`src/rtl/spr_dma_pkg.sv`:
```
package spr_dma_pkg;

   // register selects seen on reg_sel
   localparam logic [1:0] SEL_PTR  = 2'd0;
   localparam logic [1:0] SEL_DATA = 2'd1;
   localparam logic [1:0] SEL_COPY = 2'd2;

   // byte roles inside one 4-byte object entry
   localparam int ENT_BYTES   = 4;
   localparam int ENT_YPOS    = 0;
   localparam int ENT_TILE    = 1;
   localparam int ENT_ATTR    = 2;
   localparam int ENT_XPOS    = 3;

   // attribute byte fields
   localparam int ATTR_PAL_LO = 0;
   localparam int ATTR_PAL_HI = 1;
   localparam int ATTR_BEHIND = 5;
   localparam int ATTR_HMIR   = 6;
   localparam int ATTR_VMIR   = 7;

   typedef enum logic [2:0] {
      CP_IDLE,
      CP_REQ,
      CP_RD,
      CP_WR,
      CP_DONE
   } copy_state_e;

endpackage

```
`src/rtl/spr_ptr.sv`:
```
module spr_ptr #(
   parameter int AW = 8
) (
   input  logic          clk,
   input  logic          rst_n,
   input  logic          load,
   input  logic [AW-1:0] load_val,
   input  logic          step,
   output logic [AW-1:0] ptr
);

   always_ff @(posedge clk or negedge rst_n) begin
      if (!rst_n)
         ptr <= '0;
      else if (load)
         ptr <= load_val;
      else if (step)
         ptr <= ptr + 1'b1;   // natural wrap at 2**AW
   end

endmodule

```
`src/rtl/spr_ram.sv`:
```
module spr_ram #(
   parameter int AW     = 8,
   parameter int DW     = 8,
   parameter bit RD_REG = 1'b1
) (
   input  logic          clk,
   input  logic          rst_n,
   input  logic [AW-1:0] addr,
   input  logic          we,
   input  logic [DW-1:0] wdata,
   input  logic          re,
   output logic [DW-1:0] rdata
);

   localparam int DEPTH = 1 << AW;

   logic [DW-1:0] cells [DEPTH];

   always_ff @(posedge clk) begin
      if (we)
         cells[addr] <= wdata;
   end

   generate
      if (RD_REG) begin : g_rd_reg
         always_ff @(posedge clk or negedge rst_n) begin
            if (!rst_n)
               rdata <= '0;
            else if (re)
               rdata <= cells[addr];
         end
      end else begin : g_rd_comb
         logic unused_re;
         assign unused_re = re;
         assign rdata     = cells[addr];
      end
   endgenerate

endmodule

```
`src/rtl/spr_copy_fsm.sv`:
```
module spr_copy_fsm
   import spr_dma_pkg::*;
#(
   parameter int SPR_AW = 8,
   parameter int BUS_AW = 16,
   parameter int DW     = 8
) (
   input  logic                     clk,
   input  logic                     rst_n,
   input  logic                     trig,
   input  logic [BUS_AW-SPR_AW-1:0] trig_page,
   input  logic                     bus_gnt,
   input  logic [DW-1:0]            mem_rdata,
   output logic                     bus_req,
   output logic                     mem_rd,
   output logic [BUS_AW-1:0]        mem_addr,
   output logic                     wr_en,
   output logic [DW-1:0]            wr_data,
   output logic                     busy,
   output logic                     done
);

   localparam int PAGE_W = BUS_AW - SPR_AW;

   copy_state_e           st_q;
   logic [PAGE_W-1:0]     page_q;
   logic [SPR_AW-1:0]     idx_q;
   logic                  last_idx;

   assign last_idx = (idx_q == {SPR_AW{1'b1}});

   always_ff @(posedge clk or negedge rst_n) begin
      if (!rst_n) begin
         st_q   <= CP_IDLE;
         page_q <= '0;
         idx_q  <= '0;
      end else begin
         unique case (st_q)
            CP_IDLE: if (trig) begin
               st_q   <= CP_REQ;
               page_q <= trig_page;
               idx_q  <= '0;
            end
            CP_REQ:  if (bus_gnt) st_q <= CP_RD;
            CP_RD:   if (bus_gnt) st_q <= CP_WR;
            CP_WR: begin
               if (last_idx) begin
                  st_q <= CP_DONE;
               end else begin
                  st_q  <= CP_RD;
                  idx_q <= idx_q + 1'b1;
               end
            end
            CP_DONE: st_q <= CP_IDLE;
            default: st_q <= CP_IDLE;
         endcase
      end
   end

   assign bus_req  = (st_q == CP_REQ) || (st_q == CP_RD) || (st_q == CP_WR);
   assign mem_rd   = (st_q == CP_RD) && bus_gnt;
   assign mem_addr = {page_q, idx_q};
   assign wr_en    = (st_q == CP_WR);
   assign wr_data  = mem_rdata;
   assign busy     = (st_q != CP_IDLE);
   assign done     = (st_q == CP_DONE);

   // a read is only issued while the bus is requested and granted
   p_rd_granted_r5: assert property (@(posedge clk) disable iff (!rst_n)
      mem_rd |-> (bus_req && bus_gnt));

   // every store write from the engine follows a bus read
   p_wr_after_rd_r8: assert property (@(posedge clk) disable iff (!rst_n)
      wr_en |-> $past(mem_rd));

   // the source page cannot change while the bus is held
   p_page_held_r7: assert property (@(posedge clk) disable iff (!rst_n)
      (bus_req && $past(bus_req)) |->
         mem_addr[BUS_AW-1:SPR_AW] == $past(mem_addr[BUS_AW-1:SPR_AW]));

   // completion drops the request and lasts one cycle
   p_done_free_r9: assert property (@(posedge clk) disable iff (!rst_n)
      done |-> !bus_req);

   p_done_once_r9: assert property (@(posedge clk) disable iff (!rst_n)
      done |=> (!done && !busy));

endmodule

```
`src/rtl/spr_attr_dma.sv`:
```
module spr_attr_dma
   import spr_dma_pkg::*;
#(
   parameter int SPR_AW = 8,
   parameter int BUS_AW = 16,
   parameter int DW     = 8,
   parameter bit RD_REG = 1'b1
) (
   input  logic              clk,
   input  logic              rst_n,
   input  logic [1:0]        reg_sel,
   input  logic              reg_wr,
   input  logic              reg_rd,
   input  logic [DW-1:0]     reg_wdata,
   output logic [DW-1:0]     reg_rdata,
   output logic              bus_req,
   input  logic              bus_gnt,
   output logic [BUS_AW-1:0] mem_addr,
   output logic              mem_rd,
   input  logic [DW-1:0]     mem_rdata,
   output logic              dma_busy,
   output logic              dma_done
);

   localparam int PAGE_W = BUS_AW - SPR_AW;

   generate
      if (PAGE_W < 1 || PAGE_W > DW) begin : g_bad_page
         $error("spr_attr_dma: page number must fit the register data width");
      end
      if (SPR_AW > DW) begin : g_bad_ptr
         $error("spr_attr_dma: pointer must load from one register write");
      end
      if (SPR_AW < 2) begin : g_bad_depth
         $error("spr_attr_dma: store must hold at least one 4-byte entry");
      end
   endgenerate

   logic              cpu_open;
   logic              ptr_load, cpu_wr, cpu_rd, trig;
   logic              dma_wr;
   logic [DW-1:0]     dma_wdata;
   logic              ram_we;
   logic [DW-1:0]     ram_wdata;
   logic [SPR_AW-1:0] ptr;

   // register traffic is locked out while the engine owns the store
   assign cpu_open = !dma_busy;
   assign ptr_load = cpu_open && reg_wr && (reg_sel == SEL_PTR);
   assign cpu_wr   = cpu_open && reg_wr && (reg_sel == SEL_DATA);
   assign cpu_rd   = cpu_open && reg_rd && (reg_sel == SEL_DATA);
   assign trig     = cpu_open && reg_wr && (reg_sel == SEL_COPY);

   assign ram_we    = cpu_wr || dma_wr;
   assign ram_wdata = dma_wr ? dma_wdata : reg_wdata;

   spr_ptr #(.AW(SPR_AW)) u_ptr (
      .clk      (clk),
      .rst_n    (rst_n),
      .load     (ptr_load),
      .load_val (reg_wdata[SPR_AW-1:0]),
      .step     (ram_we || cpu_rd),
      .ptr      (ptr)
   );

   spr_ram #(.AW(SPR_AW), .DW(DW), .RD_REG(RD_REG)) u_ram (
      .clk   (clk),
      .rst_n (rst_n),
      .addr  (ptr),
      .we    (ram_we),
      .wdata (ram_wdata),
      .re    (cpu_rd),
      .rdata (reg_rdata)
   );

   spr_copy_fsm #(.SPR_AW(SPR_AW), .BUS_AW(BUS_AW), .DW(DW)) u_copy (
      .clk       (clk),
      .rst_n     (rst_n),
      .trig      (trig),
      .trig_page (reg_wdata[PAGE_W-1:0]),
      .bus_gnt   (bus_gnt),
      .mem_rdata (mem_rdata),
      .bus_req   (bus_req),
      .mem_rd    (mem_rd),
      .mem_addr  (mem_addr),
      .wr_en     (dma_wr),
      .wr_data   (dma_wdata),
      .busy      (dma_busy),
      .done      (dma_done)
   );

   // every store access advances the pointer by one
   p_ptr_step_r2: assert property (@(posedge clk) disable iff (!rst_n)
      (ram_we || cpu_rd) |=> ptr == SPR_AW'($past(ptr) + 1'b1));

   // a pointer load attempted during a copy leaves the pointer alone
   p_busy_ptr_r7: assert property (@(posedge clk) disable iff (!rst_n)
      (dma_busy && !dma_wr) |=> $stable(ptr));

endmodule

```
`config.mk`:
```
export PLATFORM = sky130hd
export DESIGN_NAME = spr_attr_dma
export DESIGN_NICKNAME = d
export VERILOG_FILES = /design/src/rtl/spr_dma_pkg.sv /design/src/rtl/spr_ptr.sv /design/src/rtl/spr_ram.sv /design/src/rtl/spr_copy_fsm.sv /design/src/rtl/spr_attr_dma.sv
export SDC_FILE = /design/constraint.sdc
export NUM_CORES = 2
export LEC_CHECK = 0
export BUFFER_PORTS_ARGS = -buffer_cell sky130_fd_sc_hd__buf_2
export CORE_AREA = 2 2 407 409
export CTS_BUF_LIST = sky130_fd_sc_hd__clkbuf_4 sky130_fd_sc_hd__clkbuf_8 sky130_fd_sc_hd__clkbuf_16
export CTS_CLUSTER_DIAMETER = 60
export DETAILED_ROUTE_END_ITERATION = 16
export DIE_AREA = 0 0 409 411
export SYNTH_ARGS = -nofsm -noshare
export SYNTH_HDL_FRONTEND = slang
export SYNTH_SLANG_ARGS = --single-unit
```
`constraint.sdc`:
```
create_clock -name clk -period 4.21 [get_ports clk]
set_input_delay 0.2105 -clock clk [delete_from_list [all_inputs] [get_ports clk]]
set_output_delay 0.2105 -clock clk [all_outputs]
set_load 0.05 [all_outputs]
```
==> impl_metrics.py <==
metrics = {
    "global_route": {
        "grt_pass1_vias": 40900,
        "grt_pass1_wl_mm": 299,
        "grt_max_degree": 153,
        "antenna_found_initial": 6,
        "grt_overflow": 0,
        "grtUsageTotal_pct": 24.8,
    },
    "worst_setup_path": {
        "path_common_cell": "o21ai_0",
        "start_kind": "flop",
        "crit_path_start": "u_ptr.ptr[1]",
        "cp_cell_sequence": "buf_12 > mux4_2 > mux2_2 > o21ai_0 > a221oi_1 > o21ai_0 > buf_4 > a31oi_1",
        "required_ns": 4.92,
        "r2r_setup_slack_ns": 0.28,
        "critical_path_peak_fanout": 42,
        "path_class": "reg -> reg",
        "slowest_stage": "o21ai_0",
        "timing.rr.start": "u_ptr.ptr[1]",
        "rr_worst_depth": 8,
        "arrival_ns": 4.64,
        "r2r-end": "u_ram.rdata[6]",
        "endpoint": "u_ram.rdata[6]",
        "end_kind": "flop",
        "slowest_delay_ns": 0.67,
    },
    "run": {
        "cap_violations": 0,
    },
    "synth": {
        "synthAdderAreaFrac_pct": 0.0769,
        "syn_area_mm2": 0.0814,
        "yosys.area_share.simple_pct": 3.20,
        "async_flop_share_pct": 1.68,
        "ys.flop_type": "edfxtp_1",
        "synth_edf_count": 2048,
        "yosys.area_share.xor_xnor_pct": 0.129,
        "syn_nets": 3948,
        "syn_avg_cell_area_um2": 20.8,
        "ys_ff_latch": 2083,
        "ys_types": 65,
        "ys_seq_area_share_pct": 76.7,
        "syn_inst": 3920,
        "synth_compound_area_share_pct": 2.60,
        "ys_warn_count": 0,
        "synthMuxAreaShare_pct": 15.7,
        "synth_top_family_by_area": "multiplexers",
    },
    "final_layout": {
        "fin_nets": 4404,
        "final_util_pct": 57.1,
        "fillers": 12100,
        "drive_gt1_share_pct": 29.5,
        "area_delta_synth_final_pct": 14.9,
    },
    "sta": {
        "clock_skew_ns": 0.0434,
        "period_needed_ns": 3.93,
        "rsz0062_at_grt": "false",
        "final_max_slew_viol_count": 0,
        "hold_viol": 0,
        "finalCritPeriodShare_pct": 93.3,
        "worstMarginPinSlew_ns": 1.44,
        "hold_slack_ns": 0.0616,
        "setup_viol": 0,
        "setup-tns-final_ns": 0,
        "fmax_mhz": 254,
        "slew_headroom_pct": 3.69,
    },
    "floorplan": {
        "core_area_mm2": 0.164,
        "dieWidth_um": 409,
        "die_h_um": 411,
        "die-area_mm2": 0.168,
        "rows": 149,
        "num_io_pins": 51,
        "start_util_pct": 49.7,
    },
    "route": {
        "drt_iter0_drc": 5526,
        "ant_nets": 0,
        "wirelength_mm": 208,
        "vias": 41200,
        "remaining_drc_errors": 0,
        "dr.pass1.iters": 6,
        "viasPerCell": 6.11,
        "wl_per_cell_um": 30.8,
    },
    "cts": {
        "cts_root_buf": "clkbuf_16",
        "cts_made_buffers": 204,
        "cts_tree": "yes",
        "clkSinkCount": 2083,
        "cts_resized": 0,
        "clk_latency_ns": 0.86,
        "cts_buffer_depth": 3,
        "clkSlewWorstSetupHoldPaths_ns": 0.07,
        "htree_num_levels": 4,
    },
    "power_and_ir_drop": {
        "ir_drop_v": 0.000470,
        "combPwrFrac_pct": 29.5,
        "power_leakage_nw": 30.2,
        "total_power_mw": 58.8,
        "switchingPower_mw": 18.5,
        "pwr-share-seq_pct": 40.3,
        "powerDensity_mw_per_mm2": 629,
        "power_frac_clock_pct": 30.2,
        "switching_share_pct": 31.5,
        "internal_power_mw": 40.3,
    },
    "place": {
        "place.gp.congestion": 0.842,
        "port_buffers": 50,
        "dp_hpwl_mm": 130,
    },
    "run_status": {
        "status": "completed",
    },
    "worst_hold_path": {
        "hold_path_class": "in -> async",
    },
}
## worst min-delay path by stage
stage	endpoint	slack (ns)
2_1_floorplan	u_copy.idx_q[0]	-0.09
3_3_place_gp	u_copy.st_q[0]	0.40
3_5_place_dp	u_copy.st_q[0]	0.41
4_1_cts	u_copy.idx_q[6]	0.01
5_1_grt	u_copy.st_q[0]	0.09
6_report	u_ptr.ptr[3]	0.06
## sequential cells by signal, summed over array words and instances (netlist names)
signal	flops
u_ram.cells	2048
u_copy.idx_q	8
u_ram.rdata	8
u_ptr.ptr	8
u_copy.page_q	8
u_copy.st_q	3
## power groups by stage
stage	combinational (mW)	sequential (mW)	clock, mW
after floorplan	11.0	24.0	0
after detailed placement	17.4	24.2	0
after global routing	18.1	23.7	18.8
after global placement	17.3	24.1	0
after CTS	17.4	23.7	18.1
final	17.3	23.7	17.8
## final cells by class
| class | instances | area [um2] | share of cell area (%) |
|---|---|---|---|
| Antenna cell | 1 | 2.50 | 0.00268 |
| Clock buffer | 257 | 5560 | 5.95 |
| Clock inverter | 122 | 995 | 1.06 |
| Inverter | 9 | 38.8 | 0.0415 |
| Multi-Input combinational cell | 1583 | 17800 | 19.1 |
| Sequential cell | 2083 | 62400 | 66.7 |
| Tap cell | 2189 | 2740 | 2.93 |
| Timing Repair Buffer | 495 | 3950 | 4.23 |
## cell families after synthesis
logic type / Yosys count
and+or+nand+nor: 617
DFF: 2083
AOI/OAI and AO/OA: 291
buffers and inverters: 254
xor gates and xnor gates: 12
adders and majority gates: 5
muxes: 658
## timing repair
| action | in CTS | in global routing |
|---|---|---|
| hold buffers | 29 | 0 |
| buffers inserted | 0 | 0 |
| endpoints found under the hold margin | 64 | 0 |
## per-layer routing
| metal | track usage [%] | wire length [um] |
|---|---|---|
| met5 | 0 | 33 |
| met4 | 7.23 | 5710 |
| met1 | 36.5 | 88100 |
| met3 | 4.21 | 15700 |
| met2 | 38.7 | 98300 |
## placed cells by master, fill, tap and decap left out, drive strengths merged, types with 13 or more instances in the layout
cell	netlist	routed
dfrtp	35	35
a211oi	35	35
nand3	53	53
a221oi	14	14
o22ai	31	31
mux2	27	27
clkbuf	96	257
buf	149	466
nor2	327	327
mux4	493	493
a21oi	27	27
edfxtp	2048	2048
mux2i	138	138
a31oi	19	19
nand2	151	151
dlygate4sd3	0	29
a32oi	13	13
a22oi	26	26
inv	8	14
nor2b	34	34
o21ai	39	39
clkinv	1	95
a311oi	24	24
## worst max-delay path, delay by kind of cell (launching register included)
family	cells	cell delay [ns]
compound gates	4	1.59
buf+inv	2	0.59
flops	1	0.66
mux	2	0.84
## per-stage QoR
stage | area [um2] | worst slack [ns] | instances
6_report | 93500 | 0.280 | 6739
3_3_place_gp | 86700 | 0.196 | 6330
3_5_place_dp | 86700 | 0.239 | 6330
5_1_grt | 93500 | 0.266 | 6738
4_1_cts | 93500 | 0.226 | 6738
2_1_floorplan | 81400 | 0.729 | 3920
## synthesized netlist by cell type (26+ instances only)
library cell	count	area, um2
a22oi_1	26	195
mux2_2	27	304
dfrtp_1	35	876
nand3_1	53	265
mux4_2	493	11100
edfxtp_1	2048	61500
mux2i_1	138	1380
nor2b_1	34	213
a21oi_1	27	135
buf_2	79	395
buf_4	34	255
nor2_1	327	1230
clkbuf_1	93	349
o21ai_0	35	175
o22ai_1	31	194
a211oi_1	34	255
nand2_1	151	567
Note: power is estimated with default switching activity, not from simulation.
